--- src/rtl/useq_pkg.sv ---
// Shared definitions for the microprogrammed control sequencer.
// Assumes a 4-bit microaddress and a 6-bit opcode; field codes are local choices.
package useq_pkg;

    parameter int UADDR_W = 4;
    parameter int OPC_W   = 6;

    // Sequencing field codes
    typedef enum logic [1:0] {
        SEQ_FETCH = 2'b00,
        SEQ_DISP1 = 2'b01,
        SEQ_DISP2 = 2'b10,
        SEQ_NEXT  = 2'b11
    } seq_e;

    // ALU field codes
    typedef enum logic [1:0] {
        ALU_ADD  = 2'b00,
        ALU_SUB  = 2'b01,
        ALU_FUNC = 2'b10,
        ALU_RSV  = 2'b11
    } alu_e;

    // Second operand field codes
    typedef enum logic [1:0] {
        OPB_REG   = 2'b00,
        OPB_FOUR  = 2'b01,
        OPB_EXT   = 2'b10,
        OPB_EXTSH = 2'b11
    } opb_e;

    // Register-file field codes
    typedef enum logic [1:0] {
        RFC_NONE  = 2'b00,
        RFC_READ  = 2'b01,
        RFC_W_ALU = 2'b10,
        RFC_W_MDR = 2'b11
    } rfc_e;

    // Memory field codes
    typedef enum logic [1:0] {
        MEM_NONE  = 2'b00,
        MEM_R_PC  = 2'b01,
        MEM_R_ALU = 2'b10,
        MEM_W_ALU = 2'b11
    } mem_e;

    // PC-update field codes
    typedef enum logic [1:0] {
        PCU_NONE = 2'b00,
        PCU_ALU  = 2'b01,
        PCU_COND = 2'b10,
        PCU_JUMP = 2'b11
    } pcu_e;

    typedef struct packed {
        alu_e alu;
        logic opa;   // 0: PC, 1: register A
        opb_e opb;
        rfc_e rfc;
        mem_e mem;
        pcu_e pcu;
        seq_e seq;
    } uword_t;

    // Microaddresses of the routines
    localparam logic [UADDR_W-1:0] UA_FETCH  = 4'd0;
    localparam logic [UADDR_W-1:0] UA_DECODE = 4'd1;
    localparam logic [UADDR_W-1:0] UA_MADDR  = 4'd2;
    localparam logic [UADDR_W-1:0] UA_LDRD   = 4'd3;
    localparam logic [UADDR_W-1:0] UA_LDWB   = 4'd4;
    localparam logic [UADDR_W-1:0] UA_STWR   = 4'd5;
    localparam logic [UADDR_W-1:0] UA_REXE   = 4'd6;
    localparam logic [UADDR_W-1:0] UA_RWB    = 4'd7;
    localparam logic [UADDR_W-1:0] UA_BRCMP  = 4'd8;
    localparam logic [UADDR_W-1:0] UA_JMP    = 4'd9;

    // Opcodes that the dispatch tables recognise
    localparam logic [OPC_W-1:0] OPC_RTYPE = 6'b000000;
    localparam logic [OPC_W-1:0] OPC_JUMP  = 6'b000010;
    localparam logic [OPC_W-1:0] OPC_BEQ   = 6'b000100;
    localparam logic [OPC_W-1:0] OPC_LOAD  = 6'b100011;
    localparam logic [OPC_W-1:0] OPC_STORE = 6'b101011;

endpackage

--- src/rtl/useq_store.sv ---
// Microcode store: returns the microword held at a microaddress.
// Assumes unused addresses hold an all-zero word, which means fetch with no action.
module useq_store
    import useq_pkg::*;
(
    input  logic [UADDR_W-1:0] addr,
    output uword_t             word
);

    // Builds one microword from its fields
    function automatic uword_t mk(alu_e a, logic s1, opb_e s2, rfc_e r,
                                  mem_e m, pcu_e p, seq_e q);
        uword_t w;
        w.alu = a; w.opa = s1; w.opb = s2; w.rfc = r;
        w.mem = m; w.pcu = p;  w.seq = q;
        return w;
    endfunction

    // Microprogram contents, one word per routine step
    always_comb begin
        unique case (addr)
            UA_FETCH:  word = mk(ALU_ADD,  1'b0, OPB_FOUR,  RFC_NONE,  MEM_R_PC,  PCU_ALU,  SEQ_NEXT);
            UA_DECODE: word = mk(ALU_ADD,  1'b0, OPB_EXTSH, RFC_READ,  MEM_NONE,  PCU_NONE, SEQ_DISP1);
            UA_MADDR:  word = mk(ALU_ADD,  1'b1, OPB_EXT,   RFC_NONE,  MEM_NONE,  PCU_NONE, SEQ_DISP2);
            UA_LDRD:   word = mk(ALU_ADD,  1'b0, OPB_REG,   RFC_NONE,  MEM_R_ALU, PCU_NONE, SEQ_NEXT);
            UA_LDWB:   word = mk(ALU_ADD,  1'b0, OPB_REG,   RFC_W_MDR, MEM_NONE,  PCU_NONE, SEQ_FETCH);
            UA_STWR:   word = mk(ALU_ADD,  1'b0, OPB_REG,   RFC_NONE,  MEM_W_ALU, PCU_NONE, SEQ_FETCH);
            UA_REXE:   word = mk(ALU_FUNC, 1'b1, OPB_REG,   RFC_NONE,  MEM_NONE,  PCU_NONE, SEQ_NEXT);
            UA_RWB:    word = mk(ALU_ADD,  1'b0, OPB_REG,   RFC_W_ALU, MEM_NONE,  PCU_NONE, SEQ_FETCH);
            UA_BRCMP:  word = mk(ALU_SUB,  1'b1, OPB_REG,   RFC_NONE,  MEM_NONE,  PCU_COND, SEQ_FETCH);
            UA_JMP:    word = mk(ALU_ADD,  1'b0, OPB_REG,   RFC_NONE,  MEM_NONE,  PCU_JUMP, SEQ_FETCH);
            default:   word = '0;
        endcase
    end

endmodule

--- src/rtl/useq_dispatch.sv ---
// Dispatch tables: map the opcode to the target microaddress for each dispatch point.
// Assumes an unlisted opcode targets the fetch word.
module useq_dispatch
    import useq_pkg::*;
(
    input  logic [OPC_W-1:0]   opcode,
    output logic [UADDR_W-1:0] tgt_class,
    output logic [UADDR_W-1:0] tgt_mem
);

    // First table: instruction class routine
    always_comb begin
        unique case (opcode)
            OPC_RTYPE: tgt_class = UA_REXE;
            OPC_JUMP:  tgt_class = UA_JMP;
            OPC_BEQ:   tgt_class = UA_BRCMP;
            OPC_LOAD:  tgt_class = UA_MADDR;
            OPC_STORE: tgt_class = UA_MADDR;
            default:   tgt_class = UA_FETCH;
        endcase
    end

    // Second table: load or store continuation
    always_comb begin
        unique case (opcode)
            OPC_LOAD:  tgt_mem = UA_LDRD;
            OPC_STORE: tgt_mem = UA_STWR;
            default:   tgt_mem = UA_FETCH;
        endcase
    end

endmodule

--- src/rtl/useq_decode.sv ---
// Field decoder: expands the encoded microword fields into datapath control lines.
// Assumes fields that a word does not use decode to all-zero lines.
module useq_decode
    import useq_pkg::*;
(
    input  uword_t     word,
    output logic       pc_load,
    output logic       pc_load_if_zero,
    output logic       addr_from_alu,
    output logic       mem_rd,
    output logic       mem_wr,
    output logic       instr_load,
    output logic       wb_from_mem,
    output logic [1:0] pc_sel,
    output logic [1:0] alu_fn,
    output logic [1:0] alu_b_sel,
    output logic       alu_a_sel,
    output logic       rf_we,
    output logic       rf_dst_rd
);

    // ALU and operand selects pass straight through
    always_comb begin
        alu_fn    = (word.alu == ALU_RSV) ? 2'b00 : 2'(word.alu);
        alu_a_sel = word.opa;
        alu_b_sel = 2'(word.opb);
    end

    // Memory field to strobes and address source
    always_comb begin
        mem_rd = 1'b0; mem_wr = 1'b0; instr_load = 1'b0; addr_from_alu = 1'b0;
        unique case (word.mem)
            MEM_R_PC:  begin mem_rd = 1'b1; instr_load = 1'b1; end
            MEM_R_ALU: begin mem_rd = 1'b1; addr_from_alu = 1'b1; end
            MEM_W_ALU: begin mem_wr = 1'b1; addr_from_alu = 1'b1; end
            default:   ;
        endcase
    end

    // Register-file field to write enable and steering
    always_comb begin
        rf_we = 1'b0; rf_dst_rd = 1'b0; wb_from_mem = 1'b0;
        unique case (word.rfc)
            RFC_W_ALU: begin rf_we = 1'b1; rf_dst_rd = 1'b1; end
            RFC_W_MDR: begin rf_we = 1'b1; wb_from_mem = 1'b1; end
            default:   ;
        endcase
    end

    // PC-update field to PC write enables and source select
    always_comb begin
        pc_load = 1'b0; pc_load_if_zero = 1'b0; pc_sel = 2'b00;
        unique case (word.pcu)
            PCU_ALU:  pc_load = 1'b1;
            PCU_COND: begin pc_load_if_zero = 1'b1; pc_sel = 2'b01; end
            PCU_JUMP: begin pc_load = 1'b1; pc_sel = 2'b10; end
            default:  ;
        endcase
    end

endmodule

--- src/rtl/useq_ctrl.sv ---
// Microprogrammed control sequencer top: microPC, address-select mux, store and decoder.
// Assumes a synchronous active-low reset; control lines depend only on the microPC.
module useq_ctrl
    import useq_pkg::*;
(
    input  logic               clk,
    input  logic               rst_n,
    input  logic [OPC_W-1:0]   opcode,
    output logic               pc_load,
    output logic               pc_load_if_zero,
    output logic               addr_from_alu,
    output logic               mem_rd,
    output logic               mem_wr,
    output logic               instr_load,
    output logic               wb_from_mem,
    output logic [1:0]         pc_sel,
    output logic [1:0]         alu_fn,
    output logic [1:0]         alu_b_sel,
    output logic               alu_a_sel,
    output logic               rf_we,
    output logic               rf_dst_rd,
    output logic [UADDR_W-1:0] uaddr
);

    localparam logic [UADDR_W-1:0] UA_ONE = UADDR_W'(1);

    logic [UADDR_W-1:0] upc, upc_nxt, tgt_class, tgt_mem;
    uword_t             word;

    useq_store u_store (.addr(upc), .word(word));

    useq_dispatch u_disp (.opcode(opcode), .tgt_class(tgt_class), .tgt_mem(tgt_mem));

    useq_decode u_dec (
        .word(word), .pc_load(pc_load), .pc_load_if_zero(pc_load_if_zero),
        .addr_from_alu(addr_from_alu), .mem_rd(mem_rd), .mem_wr(mem_wr),
        .instr_load(instr_load), .wb_from_mem(wb_from_mem), .pc_sel(pc_sel),
        .alu_fn(alu_fn), .alu_b_sel(alu_b_sel), .alu_a_sel(alu_a_sel),
        .rf_we(rf_we), .rf_dst_rd(rf_dst_rd)
    );

    // Four-way address select driven by the sequencing field
    always_comb begin
        unique case (word.seq)
            SEQ_NEXT:  upc_nxt = upc + UA_ONE;
            SEQ_DISP1: upc_nxt = tgt_class;
            SEQ_DISP2: upc_nxt = tgt_mem;
            default:   upc_nxt = UA_FETCH;
        endcase
    end

    // MicroPC register with synchronous reset
    always_ff @(posedge clk) begin
        if (!rst_n) upc <= UA_FETCH;
        else        upc <= upc_nxt;
    end

    assign uaddr = upc;

    // reset forces the fetch address
    a_r1_reset_to_fetch: assert property (@(posedge clk) !rst_n |=> (uaddr == UA_FETCH));

    // fetch word is followed by the decode word
    a_r2_fetch_then_decode: assert property (@(posedge clk) disable iff (!rst_n)
        (uaddr == UA_FETCH) |=> (uaddr == UA_DECODE));

    // second dispatch lands on load read, store write or fetch
    a_r4_disp2_targets: assert property (@(posedge clk) disable iff (!rst_n)
        (uaddr == UA_MADDR) |=> (uaddr == UA_LDRD || uaddr == UA_STWR || uaddr == UA_FETCH));

    // terminal words return to fetch
    a_r5_terminal_to_fetch: assert property (@(posedge clk) disable iff (!rst_n)
        (uaddr == UA_LDWB || uaddr == UA_STWR || uaddr == UA_RWB ||
         uaddr == UA_BRCMP || uaddr == UA_JMP) |=> (uaddr == UA_FETCH));

    // memory read and write never coincide
    a_r9_mem_exclusive: assert property (@(posedge clk) disable iff (!rst_n)
        !(mem_rd && mem_wr));

    // instruction register loads only in the fetch word
    a_r6_ir_only_fetch: assert property (@(posedge clk) disable iff (!rst_n)
        instr_load |-> (uaddr == UA_FETCH));

    // at most one PC write enable at a time
    a_r13_pc_enables: assert property (@(posedge clk) disable iff (!rst_n)
        $onehot0({pc_load, pc_load_if_zero}));

endmodule

--- config.mk ---
export PLATFORM = sky130hd
export DESIGN_NAME = useq_ctrl
export DESIGN_NICKNAME = d
export VERILOG_FILES = /design/src/rtl/useq_pkg.sv /design/src/rtl/useq_store.sv /design/src/rtl/useq_dispatch.sv /design/src/rtl/useq_decode.sv /design/src/rtl/useq_ctrl.sv
export SDC_FILE = /design/constraint.sdc
export NUM_CORES = 1
export LEC_CHECK = 0
export ABC_AREA = 1
export BUFFER_PORTS_ARGS = -buffer_cell sky130_fd_sc_hd__buf_2
export CAP_MARGIN = 10
export CORE_MARGIN = 2
export CORE_UTILIZATION = 51
export CTS_CLUSTER_SIZE = 20
export DETAILED_ROUTE_END_ITERATION = 8
export PLACE_DENSITY = 0.78
export SYNTH_ARGS = -nofsm -noshare
export SYNTH_HDL_FRONTEND = slang
export SYNTH_SLANG_ARGS = --single-unit
--- constraint.sdc ---
create_clock -name clk -period 1.8 [get_ports clk]
set_clock_uncertainty 0.05 [all_clocks]
set_input_delay 0.09 -clock clk [delete_from_list [all_inputs] [get_ports clk]]
set_output_delay 0.09 -clock clk [all_outputs]
set_load 0.1 [all_outputs]
**After elaboration in Yosys (flattened, before gate mapping)**

Memory sizes are Yosys's and may differ from the RTL's. A register that Yosys moved wholly into a read port is not among the register bits.
Cells that the tools add are included.

- Bits in registers: 4
- Memory bits (read-only): 208
- Memories kept: 1
- Input bits: 8

Memory list:

| memory | words | bits a word | rd ports | clocked after memory_dff | write ports | line | RTL |
|---|---|---|---|---|---|---|---|
| (name not given) | 16 | 13 | 1 | 1 | 0 | useq_store.sv:21 | `unique case (addr)` |

- Muxes and demuxes: 15
- $add $sub $neg: 1
- Equal/unequal tests: 16
- Reduce and logical (&&, ||, !) cells: 6

Operators by type and width:

| kind | number |
|---|---|
| equality test 2 bit (second input constant) | 9 |
| one-hot mux 4 bit (4 select lines) | 1 |
| equality test 6 bit (second input constant) | 2 |
| one-hot mux 4 bit (3 select lines) | 1 |
| OR reduction 2 bit | 5 |
| 2-to-1 mux 1 bit | 9 |
| equality test 2 x 1 -> 1 bit (second input constant) | 3 |
| equality test 6 x 2 -> 1 bit (second input constant) | 1 |
| equality test 6 x 3 -> 1 bit (second input constant) | 1 |
| logical NOT 6 bit | 1 |
| one-hot mux 3 bit (2 select lines) | 1 |
| adder 4 x 1 -> 4 bit (second input constant) | 1 |
| 2-to-1 mux 4 bit | 1 |
| one-hot mux 2 bit (2 select lines) | 1 |
| 2-to-1 mux 2 bit | 1 |

**Longest topological paths before layout**

Gate-level depths: netlist (run 1).

- Depth after elaboration: 5
- Mapped depth: 11

**By module**

A second synthesis (run 1) with hierarchy kept.

- Cell total of the unflattened synthesis: 135
- Area, all modules: 773.2 um^2

By module, submodules not included:

| module | area each (um^2) | seq. area each (um^2) | cells each | instances |
|---|---|---|---|---|
| useq_ctrl | 267.8 | 80.1 | 39 | 1 |
| useq_store | 239.0 | 0.0 | 42 | 1 |
| useq_decode | 145.1 | 0.0 | 27 | 1 |
| useq_dispatch | 121.4 | 0.0 | 27 | 1 |

**Worst setup path after synthesis (run 1)**

OpenSTA, ideal clock, no wires.

- Kind: reg2reg
- From: reg upc[0] (netlist: uaddr[0])
- To: reg u_store.word[0] (netlist name)
- Setup time: 0.114 ns
- Data required time: 1.636 ns
- Buffers on the path: 0
- Stages on the path, launching flop included: 10
- Slack: -0.530 ns
- Data arrival time: 2.166 ns
- Cells stage by stage: dfxtp_1 -> ha_1 -> nand2_1 -> a21boi_1 -> nand3_1 -> nand2_1 -> inv_2 -> ha_1 -> nand3_2 -> nand2_1

- Longest elaborated chain between the ends: 3

RTL lines:

| item | line | RTL |
|---|---|---|
| start: declaration | useq_ctrl.sv:27 | `logic [UADDR_W-1:0] upc, upc_nxt, tgt_class, tgt_mem;` |
| start signal: assignment | useq_ctrl.sv:55 | `else upc <= upc_nxt;` |
| adder 4 x 1 -> 4 bit | useq_ctrl.sv:45 | `SEQ_NEXT: upc_nxt = upc + UA_ONE;` |
| one-hot mux 4 bit (3 select lines) | useq_ctrl.sv:44 | `unique case (word.seq)` |
| 2-to-1 mux 4 bit (no source line) | - |  |

Every way passes these cells.
A chain may end at the register's enable or synchronous reset.

**Worst setup path in the final report (run 1)**

- From: reg upc[0] (netlist: uaddr[0])
- To: reg u_store.word[1] (netlist name)

- Longest elaborated chain between the ends: 3

RTL lines:

| item | line |
|---|---|
| adder 4 x 1 -> 4 bit | useq_ctrl.sv:45 |
| one-hot mux 4 bit (3 select lines) | useq_ctrl.sv:44 |
| 2-to-1 mux 4 bit (no source line) | - |

Every way passes these cells.

==> results of run 1 <==
## worst max-delay path, delay by kind of cell (launching register included)
family,cells,cell delay (ns)
flip-flops,1,0.36
AND/OR/NAND/NOR,5,0.42
buffers and inverters,1,0.08
adder cells (fa/ha/maj),2,0.51
AO/OA/AOI/OAI,1,0.14
## state kept, by name, summed over array words and instances, names as in the netlist
register and flops:
u_store.word 13, uaddr 4
## per-stage QoR
stage | std cells | setup slack, ns
final | 203 | 0.130
after detailed placement | 199 | 0.0967
after floorplan | 151 | 0.00566
after CTS | 203 | 0.0751
after global routing | 203 | 0.0206
after global placement | 199 | 0.135
## layout make-up
class,count,area (um2)
multi-input combinational,93,557
sequential,17,349
inverter,35,131
tap,27,33.8
fill,190,729
timing repair buffer,27,135
clock buffer,4,26.3
## cells in the mapped netlist (all sizes together)
master / number
or2: 1
nand3: 20
nor3: 2
buf: 4
clkbuf: 2
nand4: 4
ha: 10
nor2: 19
inv: 35
dfxtp: 17
o211ai: 1
a21boi: 1
nand2: 35
## cell families (layout without fill, tap and decap cells)
| logic type | Yosys count | in the layout | synth area share |
|---|---|---|---|
| compound gates | 2 | 2 | 0.0142 |
| flops | 17 | 17 | 0.323 |
| fa+ha+maj | 10 | 10 | 0.119 |
| simple gates | 81 | 81 | 0.388 |
| buf+inv | 41 | 66 | 0.157 |
## worst paths after layout
check / startpoint / end / slack [ns] / depth (start not counted)
setup / recovery: uaddr[0] / u_store.word[1] / 0.13 / 9
hold / removal: rst_n / u_store.word[2] / 0.13 / 3
setup reg to reg: uaddr[0] / u_store.word[1] / 0.13 / 9
hold reg to reg: uaddr[0] / uaddr[0] / 0.68 / 3
## power breakdown
group | internal [uW] | total (uW) | switching [uW] | leakage [uW]
registers | 503 | 577 | 74.5 | 0.000141
logic | 252 | 1350 | 1100 | 0.000615
clock network | 86.0 | 190 | 104 | 0.0000150
total | 840 | 2120 | 1280 | 0.000771
## layer usage
layer | GRT usage | wire length, um | vias up
li1 | - | - | 501
met1 | 0.217 | 898 | 432
met2 | 0.302 | 961 | 25
met3 | 0.0455 | 107 | 2
met4 | 0.0278 | 7 | 0
met5 | 0 | 0 | -
==> impl_metrics.ini, run 1 <==
[finish]
fin_nets = 195
drive_gt1_frac = 0.313
diodes = 0
layout_commonest_cell = inv_1
fin_util = 0.628
areaGrowthSynthToFinish_pct = 16.8
fin_area_um2 = 1230
final_cell_mix = inv_1, nand2_1, buf_2

[clocking]
postCtsHoldBufs = 0
clk_pin_slew_ns = 0.09
clockBufferDepth = 2
post_cts_resized = 0
numCtsBuffers = 3
cts_tree = yes
htreeDepth = 1
cts.sinks = 17
root_buffer = clkbuf_4
clk_latency_ns = 0.28
cts_setup_buffers = 0

[drt]
drt_pass1_iterations = 4
drc = 0
drt_wl_total_um = 1970
wl_per_cell_um = 9.72
drt_iter0_drc = 20
vias = 960
routed_via_density = 4.73
drtAntennaViolNets = 0

[floorplan]
die_h_um = 49.5
dieArea_um2 = 2450
start_util = 0.538
die_w_um = 49.5
rows = 16
core-area_um2 = 1960
io_pins = 28

[critical_path]
cp_slowest_stage_delay_ns = 0.36
cp-start-kind = register
crit_type = reg2reg
crit_arrival_ns = 1.80
required_ns = 1.93
cp_slowest_cell = dfxtp_4
end_kind = register
cp_cell_sequence = ha_1, nand2_1, a21boi_1, nand3_1, nand2_2, inv_2, ha_1, nand3_2, nand2_1
crit_fanout = 5

[logic_synthesis]
syn_avg_cell_area_um2 = 6.99
synth.area.top_cells = dfxtp_1, ha_1, inv_1
yosysSeqAreaShare = 0.323
syn_nets = 169
synth_area_um2 = 1050
syn-instance-count = 151
synth_warnings = 0
ys_types = 21
ys_ff_latch = 17
yosysTopAreaCell = dfxtp_1
synth_top_area_frac = 0.323

[sta]
hold_viol_final = 0
tns_ns = 0
fmax_mhz = 599
setup_violations = 0
rsz0062_at_grt = no
fin_crit_sh = 0.928
tightestPinTransition_ns = 0.491
fin_crit_ns = 1.67
slew_headroom = 0.675
slew_viol_final = 0
hold_ws_ns = 0.126

[grt]
gr-total-overflow = 0
grt_pass1_wl_um = 3340
grt_max_degree = 10
track_usage = 0.173
antenna_found_initial = 0
grt_pass1_vias = 806

[job]
maxCapViolations = 0

[place]
hpwl_um = 1640
dpl_cell_area_um2 = 1200
portBuffers = 27
gp_congestion = 0.871

[power]
irDropWorstVdd_mv = 1.19
power_uw = 2120
p_leak_uw = 0.000771
powerDensity_nw_per_um2 = 1720

[run_status]
status = finished clean

[min_path]
worstHoldPathType = in2reg
Note: power is estimated with default switching activity, not from simulation.
==> run 2, diff against run 1 <==
Settings changed: CELL_PAD_IN_SITES_DETAIL_PLACEMENT set to 1, CELL_PAD_IN_SITES_GLOBAL_PLACEMENT set to 1, CORE_UTILIZATION 51 to 36, MAX_ROUTING_LAYER set to met4, PLACE_DENSITY 0.78 to unset, PLACE_DENSITY_LB_ADDON set to 0.1.
==> run 2 against run 1 <==
Via count is the same. Largest cell class unchanged. Sequential cell count unchanged. Combinational power rose by 4%.
==> impl_metrics.ini, run 2 (synthesis results as in run 1) <==
[run_status]
status = finished clean

[place]
placed_cells = 203
portBuffers = 27
hpwl_um = 2030
gp_congestion = 0.829

[sta]
tightestPinTransition_ns = 0.492
hold_ws_ns = 0.123
slew_viol_final = 0
fin_crit_sh = 0.922
tns_ns = 0
fmax_mhz = 603
hold_viol_final = 0
setup_violations = 0
slew_headroom = 0.674
fin_crit_ns = 1.66

[min_path]
hold_path_end = u_store.word[3]
worstHoldPathType = in2reg
worstHoldStart = rst_n
holdPathStages = 3

[drt]
drtAntennaViolNets = 0
drc = 0
drt_iter0_drc = 25
routed_via_density = 4.59
wl_per_cell_um = 11.4
drt_pass1_iterations = 4
drt_wl_total_um = 2380
vias = 960

[floorplan]
core-area_um2 = 2780
io_pins = 28
rows = 19
dieArea_um2 = 3380
die_w_um = 58.1
start_util = 0.379
die_h_um = 58.1

[critical_path]
crit_arrival_ns = 1.80
r2r_start = uaddr[0]
cp_slowest_cell = dfxtp_4
crit_fanout = 5
crit_start = uaddr[0]
crit_type = reg2reg
end_kind = register
timing.rr.end = u_store.word[1]
cp_slowest_stage_delay_ns = 0.37
cp_cell_sequence = ha_1, nand2_1, a21boi_2, nand3_1, nand2_2, inv_2, ha_1, nand3_2, nand2_1
r2r_slack_ns = 0.14
required_ns = 1.94
r2r_cells = 9
cp-start-kind = register

[clocking]
numCtsBuffers = 3
clockBufferDepth = 2
postCtsHoldBufs = 0
cts_tree = yes
htreeDepth = 1
clk_latency_ns = 0.29
clk_pin_slew_ns = 0.09
cts.sinks = 17
root_buffer = clkbuf_4

[finish]
areaGrowthSynthToFinish_pct = 19.3
fillers = 390
largest_reg_flops = 13
fin_util = 0.453
drive_gt1_frac = 0.331
diodes = 0
layout_commonest_cell = inv_1
final_cells = 209
final_cell_mix = inv_1, nand2_1, buf_2
fin_nets = 197

[power]
irDropWorstVdd_mv = 1.43
powerDensity_nw_per_um2 = 1730
power_uw = 2180
p_leak_uw = 0.000781

[grt]
grt_pass1_wl_um = 4140
grt_pass1_vias = 968
track_usage = 0.165
antenna_found_initial = 0
gr-total-overflow = 0
grt_max_degree = 10

[job]
maxCapViolations = 0
[run 2: cell types whose count changed in the layout (fill, tap and decap cells not counted), sizes merged]
cell	delta
buf	+2
[run 2: cell type report]
class                   count  area, um2  area share
well taps                  31       38.8      0.0308
repair buffers             29        150       0.119
clock buffers               4       26.3      0.0209
multi-input cells          93        563       0.447
flip-flops and latches     17        349       0.277
inverters                  35        131       0.104
[run 2: repair_timing]
item,CTS,global route
endpoints found under the setup margin,0,9
setup buffers,0,2
gates resized for setup,0,3
[run 2: how the worst max path moves through the flow]
stage / endpoint / slack, ns / cells after the start
after detailed placement: u_store.word[1] / 0.07 / 9
after CTS: u_store.word[1] / 0.06 / 9
final: u_store.word[1] / 0.14 / 9
after global placement: u_store.word[0] / 0.12 / 9
after global routing: u_store.word[7] / -0.001 / 8
after floorplan: u_store.word[0] / 0.006 / 9
[run 2: layer usage]
layer / part of all wire / vias to the layer above / wire [um] / track usage
met1: 0.46 / 433 / 1090 / 0.207
met5: 0 / - / 0 / -
li1: - / 506 / - / -
met4: 0.0084 / 0 / 20 / 0.0399
met3: 0.043 / 3 / 102 / 0.0469
met2: 0.49 / 18 / 1160 / 0.261
[run 2: worst max-delay path, delay by kind of cell (launching register included)]
| family | cells | cell delay, ns |
|---|---|---|
| compound gates | 1 | 0.14 |
| fa+ha+maj | 2 | 0.50 |
| buf+inv | 1 | 0.08 |
| flops | 1 | 0.37 |
| simple gates | 5 | 0.42 |
[run 2: power breakdown]
part | switching (uW) | total [uW] | internal (uW) | leakage (uW)
registers | 74.6 | 577 | 503 | 0.000141
logic | 1120 | 1400 | 281 | 0.000625
clock network | 109 | 196 | 86.3 | 0.0000150
total | 1310 | 2180 | 870 | 0.000781
[run 2: through the flow]
step | area [um2] | setup slack, ns
2_1_floorplan | 1070 | 0.00566
3_3_place_gp | 1210 | 0.121
3_5_place_dp | 1210 | 0.0712
4_1_cts | 1230 | 0.0626
5_1_grt | 1260 | -0.00132
6_report | 1260 | 0.141
==> run 3, diff against run 2 <==
Settings changed: BUFFER_PORTS_ARGS -buffer_cell sky130_fd_sc_hd__buf_2 to unset, CORE_UTILIZATION 36 to 42, DONT_BUFFER_PORTS set to 1, GPL_TIMING_DRIVEN set to 0.
Clock period 1.8 ns to 1.85 ns, I/O delays scaled along.
==> run 3 against run 2 <==
Combinational power is 6% lower. Cell area is 4.5% higher. Via count is 3.4% lower. Total power is 6.7% higher. Critical endpoint unchanged. Critical path type unchanged. Largest cell class unchanged. Die area is 13% lower.
==> impl_metrics.ini, run 3 (synthesis results as in run 1) <==
[run_status]
status = finished clean

[drt]
drt_iter0_drc = 6
drt_wl_total_um = 2570
vias = 927
routed_via_density = 4.90
wl_per_cell_um = 13.6
drc = 0
drt_pass1_iterations = 4
drtAntennaViolNets = 0

[grt]
grt.busiest_layer = met2
met1_usage = 0.208
grt_pass1_wl_um = 3590
antenna_found_initial = 0
use_met2 = 0.299
grt_max_degree = 11
use_met3 = 0.0361
track_usage = 0.181
grt_pass1_vias = 848
gr-total-overflow = 0

[critical_path]
critPathTopFamily = flip-flops
crit_start = uaddr[0]
cp_cell_sequence = ha_4, nand2_2, a21boi_2, nand3_2, nand2_4, buf_6, ha_4, inv_2, nand3_2, nand2_1
endpoint = u_store.word[1]
cp-start-kind = register
cp.depth = 10
r2r_cells = 10
crit_type = reg2reg
crit_arrival_ns = 1.97
cp_slowest_stage_delay_ns = 0.58
r2r_slack_ns = 0.03
path_buf_inv = 2
timing.rr.end = u_store.word[1]
r2r_start = uaddr[0]
end_kind = register
required_ns = 2.00
cp_slowest_cell = dfxtp_4
crit_fanout = 5

[sta]
fin_crit_ns = 1.82
hold_viol_final = 0
fin_crit_sh = 0.983
tightestPinTransition_ns = 1.16
rsz0062_at_grt = yes
tns_ns = 0
fmax_mhz = 550
slew_headroom = 0.232
slew_viol_final = 0
setup_violations = 0

[floorplan]
io_pins = 28
die_h_um = 54.1
start_util = 0.434
rows = 18
core-area_um2 = 2430
die_w_um = 54.1
dieArea_um2 = 2930

[clocking]
htreeDepth = 1
postCtsHoldBufs = 0
clockBufferDepth = 2
clk_latency_ns = 0.29
numCtsBuffers = 3
root_buffer = clkbuf_4
clk_pin_slew_ns = 0.10
cts.sinks = 17
cts_tree = yes

[finish]
fin_util = 0.541
largest_reg_flops = 13
diodes = 0
areaGrowthSynthToFinish_pct = 24.7
drive_gt1_frac = 0.365
fin_nets = 178
final_cell_mix = nand2_1, inv_1, dfxtp_1
fillers = 307

[job]
maxCapViolations = 0

[power]
irDropWorstVdd_mv = 1.55
powerDensity_nw_per_um2 = 1770
p_leak_uw = 0.000708
power_uw = 2320

[place]
gp_congestion = 0.796
hpwl_um = 1810
portBuffers = 0

[min_path]
worstHoldPathType = in2reg
==> run 3: layout make-up <==
class | count | area, um2 | area share
plain buffers | 6 | 33.8 | 0.0257
well taps | 30 | 37.5 | 0.0285
multi-input cells | 93 | 696 | 0.529
clock inverters | 1 | 5.00 | 0.00381
clock buffers | 3 | 22.5 | 0.0171
repair buffers | 4 | 33.8 | 0.0257
flip-flops and latches | 17 | 350 | 0.266
inverters | 35 | 136 | 0.104
==> run 3: worst min-delay path by stage <==
stage	end	cells past startpoint	slack (ns)	start
floorplan	uaddr[2]	4	0.39	opcode[3]
global placement	uaddr[2]	4	0.43	opcode[3]
detailed placement	uaddr[2]	4	0.42	opcode[3]
CTS	uaddr[2]	4	0.09	opcode[3]
global route	uaddr[2]	4	0.14	opcode[3]
finish	uaddr[2]	4	0.11	opcode[3]
==> run 3: routing by layer <==
| layer | up-vias | wire [um] |
|---|---|---|
| li1 | 471 | - |
| met1 | 431 | 1090 |
| met2 | 21 | 1330 |
| met3 | 4 | 107 |
| met4 | 0 | 38 |
| met5 | - | 0 |
==> run 3: tightest hold or removal path, stage by stage <==
cell and delay, ns:
nand2_1 0.06, nor2_2 0.05, nor2_4 0.16, nor2_4 0.06
==> run 3: timing repair <==
item / 4_1_cts / 5_1_grt
setup endpoints to repair: 16 / 10
gates cloned: 0 / 0
pin swaps: 2 / 9
resized for setup: 13 / 20
buffers inserted: 2 / 2
==> run 3: power by group <==
| group | leakage [uW] | internal, uW | switching (uW) | total, uW |
|---|---|---|---|---|
| Clock | 0.0000177 | 80.6 | 127 | 207 |
| Sequential | 0.000142 | 490 | 311 | 801 |
| Combinational | 0.000549 | 353 | 962 | 1310 |
==> run 3: stage by stage <==
stage	setup WS, ns	hold slack [ns]	instances	instance area [um2]
6_report	0.0311	0.110	189	1320
5_1_grt	-0.0479	0.136	189	1320
4_1_cts	0.0122	0.0938	187	1200
3_5_place_dp	-0.198	0.418	181	1110
3_3_place_gp	-0.159	0.426	181	1100
2_1_floorplan	0.0362	0.390	151	1070
